## src/rtl/smt_throttle_pkg.sv

```systemverilog
package smt_throttle_pkg;
  localparam int NUM_THR = 2;

  typedef struct packed {
    logic vld;
    logic tid;
  } slot_grant_t;
endpackage

```

## src/rtl/smt_prio_regs.sv

```systemverilog
module smt_prio_regs #(
  parameter int PRIO_W   = 3,
  parameter int RST_PRIO = 4
) (
  input  logic                   clk,
  input  logic                   rst_n,
  input  logic [1:0]             wr_en,
  input  logic [PRIO_W-1:0]      wr_val,
  output logic [1:0][PRIO_W-1:0] prio
);
  localparam logic [PRIO_W-1:0] RST_VAL = PRIO_W'(RST_PRIO);

  for (genvar i = 0; i < smt_throttle_pkg::NUM_THR; i++) begin : g_thr
    always_ff @(posedge clk) begin
      if (!rst_n)        prio[i] <= RST_VAL;
      else if (wr_en[i]) prio[i] <= wr_val;
    end

    // a write lands in the addressed register one cycle later
    a_r2_write_lands: assert property (@(posedge clk) disable iff (!rst_n)
      wr_en[i] |=> prio[i] == $past(wr_val));
  end
endmodule

```

## src/rtl/smt_dormancy.sv

```systemverilog
module smt_dormancy (
  input  logic       clk,
  input  logic       rst_n,
  input  logic       sleep_req,
  input  logic       sleep_thr,
  input  logic       ext_irq,
  input  logic       dec_irq,
  input  logic       wake_insn,
  output logic [1:0] dormant
);
  logic wake_any;
  assign wake_any = ext_irq | dec_irq | wake_insn;

  always_ff @(posedge clk) begin
    if (!rst_n)                           dormant <= '0;
    else if (wake_any)                    dormant <= '0;
    else if (sleep_req && dormant == '0)  dormant[sleep_thr] <= 1'b1;
  end

  // never both threads asleep
  a_r8_one_sleeper: assert property (@(posedge clk) disable iff (!rst_n)
    $onehot0(dormant));
  // an accepted sleep request puts the named thread to sleep
  a_r8_sleep_takes: assert property (@(posedge clk) disable iff (!rst_n)
    (sleep_req && !wake_any && dormant == 2'b00) |=> dormant[$past(sleep_thr)]);
  // any wake source clears dormancy
  a_r9_wake_clears: assert property (@(posedge clk) disable iff (!rst_n)
    wake_any |=> dormant == 2'b00);
  // wake beats a simultaneous sleep request
  a_r10_wake_wins: assert property (@(posedge clk) disable iff (!rst_n)
    (sleep_req && wake_any) |=> dormant == 2'b00);
endmodule

```

## src/rtl/smt_slot_sched.sv

```systemverilog
module smt_slot_sched
  import smt_throttle_pkg::*;
#(
  parameter int PRIO_W   = 3,
  parameter int WIN_BITS = 4
) (
  input  logic                   clk,
  input  logic                   rst_n,
  input  logic [1:0][PRIO_W-1:0] prio,
  input  logic [1:0]             dormant,
  output logic [1:0]             elig,
  output slot_grant_t            grant
);
  localparam int SHARE_W = WIN_BITS + 1;
  localparam logic [SHARE_W-1:0] WINDOW = SHARE_W'(1) << WIN_BITS;

  logic [WIN_BITS-1:0] win_pos;
  logic [PRIO_W-1:0]   diff;
  logic                low_thr;
  logic [SHARE_W-1:0]  share;
  logic                prio_eq;
  logic                past_ok;

  always_ff @(posedge clk) begin
    if (!rst_n) begin
      win_pos <= '0;
      past_ok <= 1'b0;
    end else begin
      win_pos <= win_pos + 1'b1;
      past_ok <= 1'b1;
    end
  end

  for (genvar i = 0; i < NUM_THR; i++) begin : g_elig
    assign elig[i] = (prio[i] != '0) && !dormant[i];
  end

  assign prio_eq = (prio[0] == prio[1]);
  assign low_thr = (prio[1] < prio[0]);
  assign diff    = low_thr ? (prio[0] - prio[1]) : (prio[1] - prio[0]);

  always_comb begin
    if (int'(diff) >= WIN_BITS) share = SHARE_W'(1);
    else                        share = WINDOW >> diff;
  end

  always_comb begin
    grant.vld = (elig != 2'b00);
    unique case (elig)
      2'b01:   grant.tid = 1'b0;
      2'b10:   grant.tid = 1'b1;
      default: begin
        if (prio_eq)                   grant.tid = win_pos[0];
        else if ({1'b0, win_pos} < share) grant.tid = low_thr;
        else                           grant.tid = ~low_thr;
      end
    endcase
  end

  // equal levels on two eligible threads alternate every cycle
  a_r3_alternate: assert property (@(posedge clk) disable iff (!rst_n)
    (past_ok && elig == 2'b11 && prio_eq && $past(elig) == 2'b11 &&
     $past(prio[0] == prio[1])) |-> grant.tid != $past(grant.tid));
endmodule

```

## src/rtl/smt_slot_arb.sv

```systemverilog
module smt_slot_arb
  import smt_throttle_pkg::*;
(
  input  slot_grant_t grant,
  input  logic [1:0]  elig,
  input  logic [1:0]  idle_hint,
  output logic [1:0]  decode_en
);
  logic pick;
  logic alt;

  assign alt = ~grant.tid;

  always_comb begin
    pick = grant.tid;
    if (idle_hint[grant.tid] && elig[alt] && !idle_hint[alt]) pick = alt;
    decode_en = 2'b00;
    if (grant.vld) decode_en[pick] = 1'b1;
  end
endmodule

```

## src/rtl/smt_decode_throttle.sv

```systemverilog
module smt_decode_throttle
  import smt_throttle_pkg::*;
#(
  parameter int PRIO_W   = 3,
  parameter int WIN_BITS = 4,
  parameter int RST_PRIO = 4
) (
  input  logic              clk,
  input  logic              rst_n,
  input  logic [1:0]        prio_wr_en,
  input  logic [PRIO_W-1:0] prio_wr_val,
  input  logic              sleep_req,
  input  logic              sleep_thr,
  input  logic              ext_irq,
  input  logic              dec_irq,
  input  logic              wake_insn,
  input  logic [1:0]        idle_hint,
  output logic [1:0]        decode_en,
  output logic [1:0]        dormant
);
  logic [1:0][PRIO_W-1:0] prio_q;
  logic [1:0]             elig;
  slot_grant_t            grant;

  smt_prio_regs #(.PRIO_W(PRIO_W), .RST_PRIO(RST_PRIO)) u_prio (
    .clk(clk), .rst_n(rst_n), .wr_en(prio_wr_en), .wr_val(prio_wr_val),
    .prio(prio_q));

  smt_dormancy u_dorm (
    .clk(clk), .rst_n(rst_n), .sleep_req(sleep_req), .sleep_thr(sleep_thr),
    .ext_irq(ext_irq), .dec_irq(dec_irq), .wake_insn(wake_insn),
    .dormant(dormant));

  smt_slot_sched #(.PRIO_W(PRIO_W), .WIN_BITS(WIN_BITS)) u_sched (
    .clk(clk), .rst_n(rst_n), .prio(prio_q), .dormant(dormant),
    .elig(elig), .grant(grant));

  smt_slot_arb u_arb (
    .grant(grant), .elig(elig), .idle_hint(idle_hint), .decode_en(decode_en));

  // at most one thread decodes per cycle
  a_r7_single_grant: assert property (@(posedge clk) disable iff (!rst_n)
    $onehot0(decode_en));

  for (genvar i = 0; i < NUM_THR; i++) begin : g_chk
    // a sleeping thread never decodes
    a_r8_dormant_silent: assert property (@(posedge clk) disable iff (!rst_n)
      dormant[i] |-> !decode_en[i]);
    // a stopped thread never decodes
    a_r5_stopped_silent: assert property (@(posedge clk) disable iff (!rst_n)
      (prio_q[i] == '0) |-> !decode_en[i]);
  end

  // an idle owner hands its slot to a ready, eligible peer
  a_r6_idle_handover: assert property (@(posedge clk) disable iff (!rst_n)
    (grant.vld && idle_hint[grant.tid] && elig[~grant.tid] &&
     !idle_hint[~grant.tid]) |-> decode_en[~grant.tid]);
endmodule

```

## config.mk

```make
export PLATFORM = sky130hd
export DESIGN_NAME = smt_decode_throttle
export DESIGN_NICKNAME = d
export VERILOG_FILES = /design/src/rtl/smt_throttle_pkg.sv /design/src/rtl/smt_prio_regs.sv /design/src/rtl/smt_dormancy.sv /design/src/rtl/smt_slot_sched.sv /design/src/rtl/smt_slot_arb.sv /design/src/rtl/smt_decode_throttle.sv
export SDC_FILE = /design/constraint.sdc
export NUM_CORES = 1
export LEC_CHECK = 0
export BUFFER_PORTS_ARGS = -buffer_cell sky130_fd_sc_hd__buf_2
export CAP_MARGIN = 20
export CELL_PAD_IN_SITES_DETAIL_PLACEMENT = 1
export CELL_PAD_IN_SITES_GLOBAL_PLACEMENT = 1
export CORE_ASPECT_RATIO = 1.1
export CORE_MARGIN = 10
export CORE_UTILIZATION = 35
export CTS_CLUSTER_DIAMETER = 50
export DETAILED_ROUTE_END_ITERATION = 6
export PLACE_DENSITY = 0.83
export SLEW_MARGIN = 25
export SYNTH_ARGS = -nofsm -noshare
export SYNTH_HDL_FRONTEND = slang
export SYNTH_SLANG_ARGS = --single-unit
export TNS_END_PERCENT = 100
```

## constraint.sdc

```tcl
create_clock -name clk -period 2.8 [get_ports clk]
set_input_delay 0.28 -clock clk [delete_from_list [all_inputs] [get_ports clk]]
set_output_delay 0.28 -clock clk [all_outputs]
set_load 0.02 [all_outputs]
```

---- Yosys cells after proc, flatten, opt, wreduce, memory -nomap -nowiden ----
Cells that the tools add are included.
storage, ports and cells
  flip-flop bits (word level) ............. 12
  output and inout port bits .............. 4
cells by class
  add/subtract/negate cells ............... 3
  order comparisons ....................... 9
  equal/unequal tests ..................... 3
  shifts and indexed selects .............. 1
  multiplexer cells ....................... 17
  bitwise gates (word level) .............. 6
  reduce and logical (&&, ||, !) cells .... 15
operators by type and width
  kind                                                        count
  two-way mux 1 bit                                           11
  less-than comparator 1 x 2 -> 1 bit, second input constant  4
  logical AND 1 bit                                           7
  nonzero test 3 bit                                          2
  subtractor 3 bit                                            2
  less-than comparator 4 x 5 -> 1 bit                         1
  two-way mux 5 bit                                           1
  right shift 5 x 3 -> 5 bit, first input constant            1
  adder 4 x 1 -> 4 bit, second input constant                 1
  equality test 3 bit                                         1
  >= comparator 3 bit, second input constant                  1
  logical NOT 1 bit                                           3
  less-than comparator 3 bit                                  1
  two-way mux 3 bit                                           1
  NOT 1 bit                                                   3
  demux 1 bit (select 1 bit)                                  2
  equality test 2 x 1 -> 1 bit, second input constant         1
  equality test 2 bit, second input constant                  1
  >= comparator 1 bit, second input constant                  2
  logical NOT 2 bit                                           1
  two-way mux 2 bit                                           1
  OR 1 bit                                                    2
  OR 2 bit                                                    1
  one-hot mux 1 bit (2 select lines)                          1
  other kinds (2)                                             2

---- Logic depth before layout (Yosys ltp) ----
Gate-level depths: netlist of the first run.
  word-level depth ........................ 19
  mapped depth ............................ 14
  gate-level depth less buffers ........... 14

---- By module ----
A second synthesis of the first run with hierarchy kept.
unflattened totals
  cell total of the unflattened synthesis .. 96
  area total of the unflattened synthesis .. 895.9 um2
by module, submodules not included
  module          times used  cells an instance  area an instance (um2)  seq. area each (um2)
  smt_slot_sched  1           65                 548.0                   80.1
  smt_prio_regs   1           18                 212.7                   120.1
  smt_dormancy    1           7                  95.1                    40.0
  smt_slot_arb    1           6                  40.0                    0.0

---- Worst setup path after synthesis of the first run ----
Ideal clock, no wire load.
  kind .................................... flip-flop to output port
  start point ............................. register u_prio.prio[3] (netlist name)
  end point ............................... output port decode_en[0]
  arrival time ............................ 2.954 ns
  path slack .............................. -0.434 ns
  cell stages (with the launch flop) ...... 13
  cells stage by stage .................... dfxtp_1 -> inv_1 -> ha_1 -> fa_1 -> nand2b_1 -> a21oi_1 -> nor3_1 -> or3_1 -> ha_1 -> a2111o_1 -> nor4_1 -> o311ai_1 -> a31oi_1
on the way
  cells in the longest elaborated chain, start to end .. 18
  elaborated cells on any way between the ends .. 35
RTL lines
  element                                                                                                  line                                        text
  from (decl)                                                                                              smt_prio_regs.sv:9                          output logic [1:0][PRIO_W-1:0] prio
  from (signal, indexed assignment)                                                                        smt_prio_regs.sv:16                         else if (wr_en[i]) prio[i] <= wr_val;
  subtractor 3 bit / less-than comparator 3 bit (equally long branches)                                    smt_slot_sched.sv:40, smt_slot_sched.sv:39
  two-way mux 3 bit                                                                                        smt_slot_sched.sv:40                        assign diff = low_thr ? (prio[0] - prio[1]) : (prio[1] - prio[0]);
  >= comparator 3 bit / right shift 5 x 3 -> 5 bit (equally long branches)                                 smt_slot_sched.sv:43, smt_slot_sched.sv:44
  two-way mux 5 bit                                                                                        smt_slot_sched.sv:43                        if (int'(diff) >= WIN_BITS) share = SHARE_W'(1);
  less-than comparator 4 x 5 -> 1 bit                                                                      smt_slot_sched.sv:54                        else if ({1'b0, win_pos} < share) grant.tid = low_thr;
  two-way mux 1 bit                                                                                        smt_slot_sched.sv:54
  two-way mux 1 bit                                                                                        smt_slot_sched.sv:53                        if (prio_eq) grant.tid = win_pos[0];
  one-hot mux 1 bit (2 select lines)                                                                       smt_slot_sched.sv:49                        unique case (elig)
  two-way mux 1 bit (not written as such) (2 in a row)                                                     smt_slot_arb.sv:16                          if (idle_hint[grant.tid] && elig[alt] && !idle_hint[alt]) pick = alt;
  logical AND 1 bit / logical NOT 1 bit (equally long branches)                                            smt_slot_arb.sv:16
  logical AND 1 bit                                                                                        smt_slot_arb.sv:16
  two-way mux 1 bit                                                                                        smt_slot_arb.sv:16
  less-than comparator 1 x 2 -> 1 bit (not written as such) / >= comparator 1 bit (equally long branches)  smt_slot_arb.sv:18                          if (grant.vld) decode_en[pick] = 1'b1;
  logical AND 1 bit (not written as such)                                                                  smt_slot_arb.sv:18
  two-way mux 1 bit (not written as such)                                                                  smt_slot_arb.sv:18
  demux 1 bit (select 1 bit)                                                                               -
  two-way mux 2 bit *                                                                                      smt_slot_arb.sv:18
  to (decl)                                                                                                smt_decode_throttle.sv:18                   output logic [1:0] decode_en,
Every way passes the cells marked *; elsewhere a longest branch is shown, timed or not. The select of a mux whose other input is x is not followed.

---- Worst setup path in the final report of the first run ----
  start point ............................. register u_prio.prio[0] (netlist name)
  end point ............................... output port decode_en[1]
The elaborated chain is that of the path after synthesis.

==> results.sh, run 1 <==
export IMPL_skew_ns=0.000140
export IMPL_ios=18
export IMPL_grt_total_usage=0.121
export IMPL_routed_wl_mm=2.76
export IMPL_power_uw=629
export IMPL_holdCritPathClass="in -> reg"
export IMPL_power_frac_comb=0.478
export IMPL_synth_seq_cells=12
export IMPL_violations="setup timing"
export IMPL_netSwitchingFraction=0.339
export IMPL_switching_power_uw=213
export IMPL_gp_congestion=0.867
export IMPL_yosysSeqAreaShare=0.273
export IMPL_cts_sinks=12
export IMPL_cp_required_ns=2.52
export IMPL_tritoncts="yes"
export IMPL_dpl_instance_area_um2=1170
export IMPL_synth_top_cell_area_share=0.273
export IMPL_avgSynthCellArea_um2=8.64
export IMPL_r2r_start="u_prio.prio[3]$_SDFFE_PN0P_"
export IMPL_hold_violations=0
export IMPL_grt_first_pass_wirelength_mm=4.62
export IMPL_layout_setup_ws_ns=-0.725
export IMPL_seqPwrFrac=0.302
export IMPL_p_clk_frac=0.220
export IMPL_setup_violations_final=2
export IMPL_p_int_uw=416
export IMPL_crit_path_end="decode_en[1]"
export IMPL_relSlewSlack=0.755
export IMPL_r2r_end="u_prio.prio[3]$_SDFFE_PN0P_"
export IMPL_regToRegSetupSlack_ns=1.77
export IMPL_via_count=890
export IMPL_n_antenna_cell=0
export IMPL_syn_to_final_growth_pct=48.6
export IMPL_drt_first_iter_violations=28
export IMPL_detail_route_vias_per_cell=5.11
export IMPL_worst_setup_path_start_kind="flop"
export IMPL_final_common_cell="buf_4"
export IMPL_initial_core_util=0.360
export IMPL_final_fill_count=303
export IMPL_post_route_period_util=1.26
export IMPL_synth_top_area_cell="dfxtp_1"
export IMPL_final_cell_mix="buf_4 (22), buf_2 (15), dfxtp_1 (9)"
export IMPL_rsz0062_at_grt="true"
export IMPL_ant_nets=0
export IMPL_wl_per_cell_um=15.9
export IMPL_portBuffers=17
export IMPL_core_rowCount=19
export IMPL_ys_warn_count=0
export IMPL_die_w_um=67.8
export IMPL_core_region_area_um2=2450
export IMPL_min_from="ext_irq"
export IMPL_max_freq_mhz=284
export IMPL_grt_max_degree=12
export IMPL_die_h_um=72.6
export IMPL_cp_end_kind="output port"
export IMPL_die_area_um2=4930
export IMPL_clkLatencyLatePin_ns=0.28
export IMPL_clock_root_buffer="clkbuf_4"
export IMPL_design_area_um2=1310
export IMPL_drive_gt1_frac=0.469
export IMPL_firstDrtPassIters=4
export IMPL_synth_area_um2=881
export IMPL_max_cap_violations=0
export IMPL_numCtsBuffers=3
export IMPL_synth_cell_types=31
export IMPL_syn_nets=128
export IMPL_syn_inst=102
export IMPL_clk_pin_slew_ns=0.07
export IMPL_critical_path_max_fanout=3
export IMPL_antenna_found_initial=0
export IMPL_hold_buffers=0
export IMPL_clock_path_buffers=2
export IMPL_worst_pin_slew_ns=0.365
export IMPL_critical_path_class="reg -> out"
export IMPL_cts_max_level=1
export IMPL_drc=0
export IMPL_leakagePower_uw=0.000600
export IMPL_ff2ff_path_depth=5
export IMPL_outcome="finished, violations left"
export IMPL_period_needed_ns=3.53
export IMPL_gr_total_overflow=0
export IMPL_powerDensity_nw_per_um2=481
export IMPL_vdd_ir_drop_max_uv=378
export IMPL_final_net_count=170
export IMPL_synthTopCellsByArea="dfxtp_1 (27%), ha_1 (14%), mux2i_1 (8.0%)"
export IMPL_grt_pass1_vias=1025
export IMPL_crit_arrival_ns=3.25
export IMPL_dpl_hpwl_mm=2.20
export IMPL_startpoint="u_prio.prio[0]$_SDFFE_PN0P_"
export IMPL_timing_final_max_slew_violations=0
## sequential cells by signal, indices dropped and copies added, names as in the netlist
name / flops
u_prio.prio: 6
u_sched.win_pos: 4
u_dorm.dormant: 2
## worst min-delay path by stage
stage,cells past startpoint,end
floorplan,1,u_dorm.dormant[0]$_SDFFE_PP0P_
global placement,2,u_dorm.dormant[0]$_SDFFE_PP0P_
detailed placement,2,u_dorm.dormant[1]$_SDFFE_PP0P_
CTS,2,u_dorm.dormant[1]$_SDFFE_PP0P_
global route,2,u_dorm.dormant[1]$_SDFFE_PP0P_
finish,2,u_dorm.dormant[1]$_SDFFE_PP0P_
## critical path: stages (launching register included)
cell	delay, ns
dfxtp_2	0.35
inv_2	0.03
ha_2	0.17
fa_2	0.37
mux2i_2	0.23
nor2_2	0.08
nor3_2	0.18
nand3b_1	0.14
ha_1	0.24
a2111o_1	0.45
nor4_4	0.18
o311ai_2	0.16
and4b_2	0.24
buf_6	0.13
## area by class of cell
| class | instances | area (µm²) | share of cell area |
|---|---|---|---|
| Clock buffer | 4 | 36.3 | 0.0277 |
| Inverter | 9 | 33.8 | 0.0258 |
| Multi-Input combinational cell | 80 | 704 | 0.538 |
| Timing Repair Buffer | 38 | 251 | 0.192 |
| Sequential cell | 12 | 244 | 0.186 |
| Tap cell | 31 | 38.8 | 0.0296 |
## synth_stat cells
cell type  number
a21oi_1         6
mux2i_1         7
nor4_1          3
o21ai_0         2
fa_1            2
nor3_1          3
nor2b_1         5
nand2b_1        5
ha_1           10
nand3b_1        1
and2_1          3
o211ai_1        1
dfxtp_1        12
a221oi_1        1
nor2_2          1
nor2_1          9
xnor2_1         1
a31o_1          1
o311ai_1        1
or3_1           2
a31oi_1         2
nor4b_1         1
o21ai_1         1
a2111o_1        1
xor2_1          2
or4b_1          1
nand2_1         4
clkbuf_1        1
and4b_1         2
nand3_1         2
inv_1           9
## metal layers
metal | up-vias | global-route usage | routed length (µm)
met5 | - | 0 | 0
met4 | 0 | 0.0694 | 75
met3 | 7 | 0.0154 | 66
met2 | 13 | 0.225 | 1550
met1 | 421 | 0.124 | 1070
li1 | 449 | - | -
## timing repair
action	4_1_cts	5_1_grt
hold endpoints to repair	0	0
pin swaps	1	1
setup buffers	5	1
gates resized for setup	10	5
setup endpoints to repair	2	2
## cell families after synthesis
| group | Yosys count | synth area share |
|---|---|---|
| flops | 12 | 0.273 |
| xor+xnor | 3 | 0.0298 |
| fa+ha+maj | 12 | 0.188 |
| compound gates | 16 | 0.116 |
| simple gates | 42 | 0.271 |
| buf+inv | 10 | 0.0426 |
| mux | 7 | 0.0795 |
## per-stage QoR
stage                     setup WS [ns]  TNS [ns]  hold slack [ns]  std cells  utilization
after global routing             -0.866     -1.71            0.174        174        0.534
after global placement           -0.371    -0.695            0.465        164        0.477
after CTS                        -0.671     -1.29            0.166        173        0.521
after floorplan                  -0.221    -0.429            0.358        102            -
final                            -0.725     -1.44            0.175        174        0.534
after detailed placement         -0.476    -0.899            0.470        164        0.477
## power groups by stage
| stage | logic [µW] | clock network, µW | registers, µW |
|---|---|---|---|
| floorplan | 156 | 0 | 192 |
| detailed placement | 245 | 0 | 194 |
| CTS | 282 | 143 | 190 |
| global route | 327 | 148 | 192 |
| global placement | 231 | 0 | 193 |
| finish | 301 | 139 | 190 |
Note: power is estimated with default switching activity, not from simulation.
==> inputs of run 2 (changes only) <==
- CTS_BUF_LIST: unset -> sky130_fd_sc_hd__clkbuf_16
- SETUP_SLACK_MARGIN: unset -> 0.15
==> run 2 against run 1 <==
The flow still finishes with violations (setup timing). Count of clock-buffer cells in the layout is 1 lower. Hold slack better by 0.043 ns. Die area stayed put. Clock skew hardly changed. Final cell count is 0.57% lower. Global-route usage is 0.46 points higher. Sequential power hardly changed. Maximum frequency is 1.5% higher. Sequential cell count stayed put. Largest cell class unchanged. Largest power group unchanged. Highest routed layer unchanged.
==> results.sh, run 2 (synthesis gave the netlist of run 1 again) <==
export IMPL_critical_path_top_delay_family="simple AND/OR/NAND/NOR gates"
export IMPL_netSwitchingFraction=0.300
export IMPL_grt_total_usage=0.126
export IMPL_min_path_cells=2
export IMPL_dpl_hpwl_mm=2.20
export IMPL_grt_max_degree=12
export IMPL_hold_buffers=0
export IMPL_rsz0062_at_grt="true"
export IMPL_vdd_ir_drop_max_uv=464
export IMPL_min_from="ext_irq"
export IMPL_seqPwrFrac=0.255
export IMPL_final_cell_mix="buf_4 (21), buf_2 (15), dfxtp_1 (9)"
export IMPL_detail_route_vias_per_cell=5.08
export IMPL_crit_arrival_ns=3.19
export IMPL_cp_end_kind="output port"
export IMPL_clkLatencyLatePin_ns=0.24
export IMPL_critical_path_class="reg -> out"
export IMPL_cp_required_ns=2.52
export IMPL_worst_pin_slew_ns=0.365
export IMPL_power_uw=750
export IMPL_tritoncts="yes"
export IMPL_crit_chain="inv_2 -> ha_2 -> fa_2 -> nand2b_4 -> a21oi_4 -> nor3_2 -> or3_4 -> ha_2 -> a2111o_1 -> nor4_4 -> o311ai_2 -> and4b_2 -> buf_6"
export IMPL_firstDrtPassIters=3
export IMPL_hold_worst_slack_ns=0.218
export IMPL_crit_path_top_delay_cell="a2111o_1"
export IMPL_cts_max_level=1
export IMPL_regMostFlops="u_prio.prio"
export IMPL_outcome="finished, violations left"
export IMPL_period_needed_ns=3.47
export IMPL_use_met1=0.130
export IMPL_layout_setup_ws_ns=-0.672
export IMPL_cts_sinks=12
export IMPL_grt_first_pass_wirelength_mm=4.73
export IMPL_die_h_um=72.6
export IMPL_max_freq_mhz=288
export IMPL_max_cap_violations=0
export IMPL_drive_gt1_frac=0.458
export IMPL_powerDensity_nw_per_um2=558
export IMPL_path_buf_inv=2
export IMPL_critical_path_max_fanout=3
export IMPL_clk_pin_slew_ns=0.04
export IMPL_timing_final_max_slew_violations=0
export IMPL_drt_first_iter_violations=24
export IMPL_hold_violations=0
export IMPL_post_route_period_util=1.24
export IMPL_initial_core_util=0.360
export IMPL_relSlewSlack=0.755
export IMPL_die_area_um2=4930
export IMPL_cp_slowest_stage_delay_ns=0.42
export IMPL_final_net_count=169
export IMPL_via_count=879
export IMPL_violations="setup timing"
export IMPL_regToRegSetupSlack_ns=1.83
export IMPL_antenna_found_initial=0
export IMPL_p_int_uw=525
export IMPL_skew_ns=0.000191
export IMPL_cpMostUsedCell="ha_2"
export IMPL_worst_setup_path_start_kind="flop"
export IMPL_leakagePower_uw=0.000613
export IMPL_r2r_end="u_sched.win_pos[2]$_SDFF_PN0_"
export IMPL_numCtsBuffers=3
export IMPL_ant_nets=0
export IMPL_switching_power_uw=225
export IMPL_min_to="u_dorm.dormant[1]$_SDFFE_PP0P_"
export IMPL_core_region_area_um2=2450
export IMPL_r2r_start="u_sched.win_pos[0]$_SDFF_PN0_"
export IMPL_p_clk_frac=0.346
export IMPL_wl_per_cell_um=16.3
export IMPL_clock_root_buffer="clkbuf_16"
export IMPL_gp_congestion=0.867
export IMPL_drc=0
export IMPL_dpl_instance_area_um2=1170
export IMPL_die_w_um=67.8
export IMPL_setup_violations_final=2
export IMPL_final_common_cell="buf_4"
export IMPL_core_rowCount=19
export IMPL_routed_wl_mm=2.81
export IMPL_syn_to_final_growth_pct=52.6
export IMPL_reg_top3="u_prio.prio (6), u_sched.win_pos (4), u_dorm.dormant (2)"
export IMPL_ios=18
export IMPL_portBuffers=17
export IMPL_grt_busiest_layer="met2"
export IMPL_grt_pass1_vias=1031
export IMPL_met3_usage=0.0200
export IMPL_largest_reg_flops=6
export IMPL_design_area_um2=1340
export IMPL_power_frac_comb=0.399
export IMPL_gr_total_overflow=0
export IMPL_use_met2=0.234
export IMPL_ff2ff_path_depth=3
export IMPL_n_antenna_cell=0
export IMPL_clock_path_buffers=2
export IMPL_holdCritPathClass="in -> reg"
[run 2: cell count changes in the layout (fill, tap and decap cells not counted)]
| cell | previous run | this run |
|---|---|---|
| clkbuf_16 | 0 | 3 |
| clkbuf_4 | 3 | 0 |
| buf_4 | 22 | 21 |
| clkbuf_8 | 1 | 0 |
| clkinv_1 | 0 | 1 |
[run 2: metal layers]
metal / vias up / share of wire
met5: - / 0
met4: 0 / 0.024
met3: 7 / 0.028
met2: 13 / 0.56
met1: 412 / 0.39
li1: 447 / -
[run 2: worst register-to-register path, stage by stage, from the launching register on]
cell,delay (ns)
dfxtp_1,0.35
ha_1,0.22
xor2_1,0.14
and2_1,0.15
[run 2: layout make-up]
cell class / instances / area (µm²)
clock inverters: 1 / 3.75
flip-flops and latches: 12 / 244
fillers: 292 / 1100
well taps: 31 / 38.8
multi-input cells: 80 / 704
inverters: 9 / 33.8
repair buffers: 37 / 244
clock buffers: 3 / 75.1
[run 2: per-stage QoR]
stage	util	setup TNS [ns]	std cells	setup slack, ns
4_1_cts	0.539	-1.18	173	-0.619
6_report	0.549	-1.33	173	-0.672
3_3_place_gp	0.477	-0.695	164	-0.371
2_1_floorplan	-	-0.429	102	-0.221
5_1_grt	0.549	-1.59	173	-0.808
3_5_place_dp	0.477	-0.899	164	-0.476
[run 2: repair_timing]
action                                  in CTS  in global routing
endpoints found under the setup margin       2                  2
cloned                                       0                  0
setup buffers                                5                  0
pin swaps                                    1                  1
resized for setup                           10                  5
[run 2: power by group through the flow]
stage | logic, µW | registers, µW | clock network (µW)
after floorplan | 156 | 192 | 0
after global placement | 231 | 193 | 0
after detailed placement | 245 | 194 | 0
after CTS | 283 | 191 | 267
after global routing | 326 | 193 | 275
final | 299 | 191 | 260
[run 2: how the worst max path moves through the flow]
stage	depth (start not counted)	end	startpoint	slack (ns)
floorplan	11	decode_en[0]	u_prio.prio[3]$_SDFFE_PN0P_	-0.22
global placement	13	decode_en[1]	u_prio.prio[3]$_SDFFE_PN0P_	-0.37
detailed placement	13	decode_en[1]	u_prio.prio[3]$_SDFFE_PN0P_	-0.48
CTS	13	decode_en[1]	u_prio.prio[3]$_SDFFE_PN0P_	-0.62
global route	13	decode_en[1]	u_prio.prio[3]$_SDFFE_PN0P_	-0.81
finish	13	decode_en[1]	u_prio.prio[3]$_SDFFE_PN0P_	-0.67
==> inputs of run 3 (changes only) <==
- CELL_PAD_IN_SITES_GLOBAL_PLACEMENT: 1 -> 2
- CORE_UTILIZATION: 35 -> 29
- SYNTH_HIERARCHICAL: unset -> 1
==> run 3 against run 2 <==
The flow still finishes with violations (setup timing). Hold slack improved by 0.070 ns. Non-clock buffer count fell by 3. Wire length down 10%. Sequential cell count stayed put. Critical path depth rose by 5. Power rose by 4.1%. Final cell count is 2.9% lower. Global-route usage decreased by 3.4 points. Setup slack got worse by 0.065 ns. Highest routed layer is now met3.
==> results.sh, run 3 <==
export IMPL_routed_wl_mm=2.53
export IMPL_crit_arrival_ns=3.26
export IMPL_avgSynthCellArea_um2=9.33
export IMPL_synth_seq_cells=12
export IMPL_holdCritPathClass="in -> reg"
export IMPL_final_common_cell="buf_4"
export IMPL_async_flop_share=0
export IMPL_syn_nets=122
export IMPL_drc=0
export IMPL_drt_first_iter_violations=8
export IMPL_via_count=829
export IMPL_core_region_area_um2=3000
export IMPL_synth_most_common_cell="dfxtp_1"
export IMPL_max_freq_mhz=283
export IMPL_yosysSeqAreaShare=0.268
export IMPL_powerDensity_nw_per_um2=546
export IMPL_die_area_um2=5710
export IMPL_skew_ns=0.000197
export IMPL_hold_violations=0
export IMPL_final_cell_mix="buf_4 (17), buf_2 (15), dfxtp_1 (9)"
export IMPL_layout_setup_ws_ns=-0.737
export IMPL_ys_warn_count=6
export IMPL_final_net_count=161
export IMPL_cts_max_level=1
export IMPL_detail_route_vias_per_cell=4.93
export IMPL_cp_slowest_stage_delay_ns=0.37
export IMPL_ios=18
export IMPL_synth_area_um2=896
export IMPL_portBuffers=17
export IMPL_core_rowCount=21
export IMPL_drive_gt1_frac=0.552
export IMPL_worst_pin_slew_ns=0.283
export IMPL_tritoncts="yes"
export IMPL_gp_congestion=0.762
export IMPL_grt_pass1_vias=966
export IMPL_cts_sinks=12
export IMPL_post_route_period_util=1.26
export IMPL_synth_main_ff_cell="dfxtp_1"
export IMPL_critical_path_max_fanout=4
export IMPL_outcome="finished, violations left"
export IMPL_fin_util=0.478
export IMPL_timing_final_max_slew_violations=0
export IMPL_synthTopCellsByArea="dfxtp_1 (27%), ha_1 (14%), mux2i_1 (10%)"
export IMPL_gr_total_overflow=0
export IMPL_cp_end_kind="output port"
export IMPL_clock_path_buffers=2
export IMPL_synth_cell_types=32
export IMPL_numCtsBuffers=3
export IMPL_cp_required_ns=2.52
export IMPL_die_w_um=73.0
export IMPL_max_cap_violations=0
export IMPL_relSlewSlack=0.810
export IMPL_period_needed_ns=3.54
export IMPL_grt_first_pass_wirelength_mm=4.30
export IMPL_leakagePower_uw=0.000627
export IMPL_reg_top3="u_prio/prio (6), u_sched/win_pos (4), u_dorm/dormant (2)"
export IMPL_vdd_ir_drop_max_uv=366
export IMPL_hold_buffers=0
export IMPL_synth_edf_count=0
export IMPL_setup_tns_final_ns=-1.41
export IMPL_grt_max_degree=12
export IMPL_crit_chain="inv_2 -> ha_4 -> fa_2 -> nand2b_4 -> a21oi_4 -> nor3_2 -> or3_4 -> ha_4 -> o211ai_1 -> nand2_1 -> nand2_1 -> nor3_2 -> mux2i_1 -> o21ai_2 -> a21oi_2 -> buf_4 -> nor3b_4 -> buf_6"
export IMPL_crit_path_top_delay_cell="dfxtp_4"
export IMPL_syn_inst=96
export IMPL_worst_setup_path_start_kind="flop"
export IMPL_synthTopCellsByCount="dfxtp_1 (12), ha_1 (10), inv_1 (9), mux2i_1 (9)"
export IMPL_die_h_um=78.3
export IMPL_syn_to_final_growth_pct=59.8
export IMPL_clkLatencyLatePin_ns=0.23
export IMPL_antenna_found_initial=0
export IMPL_wl_per_cell_um=15.0
export IMPL_synth_top_area_cell="dfxtp_1"
export IMPL_rsz0062_at_grt="true"
export IMPL_clock_root_buffer="clkbuf_16"
export IMPL_clk_pin_slew_ns=0.04
export IMPL_regMostFlops="u_prio/prio"
export IMPL_synth_top_cell_area_share=0.268
export IMPL_ant_nets=0
export IMPL_grt_total_usage=0.0913
export IMPL_n_antenna_cell=0
export IMPL_initial_core_util=0.299
export IMPL_firstDrtPassIters=2
export IMPL_setup_violations_final=2
export IMPL_violations="setup timing"
export IMPL_critical_path_class="reg -> out"
export IMPL_dpl_hpwl_mm=2.08
export IMPL_largest_reg_flops=6
## run 3: cell count changes in the layout (fill, tap and decap cells not counted), moves of 3 or more
cell	before	now
ha_4	1	6
nand2b_1	4	0
a21oi_1	4	1
ha_2	3	0
buf_4	21	17
nor2_1	8	2
mux2i_1	5	8
## run 3: final cells by class
| type | count | area [µm²] |
|---|---|---|
| Clock buffer | 3 | 75.1 |
| Sequential cell | 12 | 249 |
| Inverter | 9 | 33.8 |
| Tap cell | 34 | 42.5 |
| Timing Repair Buffer | 34 | 225 |
| Fill cell | 353 | 1560 |
| Multi-Input combinational cell | 75 | 802 |
| Clock inverter | 1 | 3.75 |
## run 3: final timing paths
path	startpoint	cells after the start	slack (ns)	endpoint
setup / recovery	u_prio/prio[3]$_SDFFE_PN0P_	18	-0.74	decode_en[1]
setup reg to reg	u_sched/win_pos[0]$_SDFF_PN0_	3	1.76	u_sched/win_pos[2]$_SDFF_PN0_
hold reg to reg	u_dorm/dormant[0]$_SDFFE_PP0P_	1	0.51	u_dorm/dormant[0]$_SDFFE_PP0P_
hold / removal	prio_wr_val[2]	3	0.29	u_prio/prio[2]$_SDFFE_PN1P_
## run 3: metrics by stage
step                      area [µm²]  std cells  hold WS [ns]  setup WS [ns]  power, µW
final                           1430        168         0.288         -0.737        781
after global routing            1430        168         0.321         -0.891        825
after CTS                       1410        167         0.290         -0.742        776
after detailed placement        1260        162         0.508         -0.552        488
after global placement          1260        162         0.490         -0.499        472
after floorplan                 1020         96         0.342         -0.282        389
## run 3: critical path: cells and delay by family, from the launching register on
kind / cells / cell delay (ns)
flops: 1 / 0.37
simple gates: 7 / 1.04
fa+ha+maj: 3 / 0.79
buf+inv: 3 / 0.33
mux: 1 / 0.10
compound gates: 4 / 0.38
## run 3: report_power, final
part           internal (µW)  leakage [µW]  switching (µW)
clock network            188     0.0000385            69.5
logic                    179      0.000489             153
registers                180      0.000100            12.1
total                    547      0.000627             234
## run 3: cell families after synthesis
kind of cell               share of synthesized area
buffers and inverters                         0.0377
muxes                                          0.101
adders and majority gates                      0.184
DFF                                            0.268
and+or+nand+nor                                0.261
xor gates and xnor gates                      0.0196
AOI/OAI and AO/OA                              0.128
## run 3: metal layers
| layer | part of all wire | global-route usage |
|---|---|---|
| met3 | 0.016 | 0.0176 |
| met5 | 0 | 0 |
| met4 | 0 | 0.0171 |
| met1 | 0.40 | 0.0953 |
| met2 | 0.58 | 0.179 |
## run 3: what timing repair did
action	in CTS	in global routing
pin swaps	6	1
endpoints found under the setup margin	2	2
gates resized for setup	13	4
setup buffers	1	1
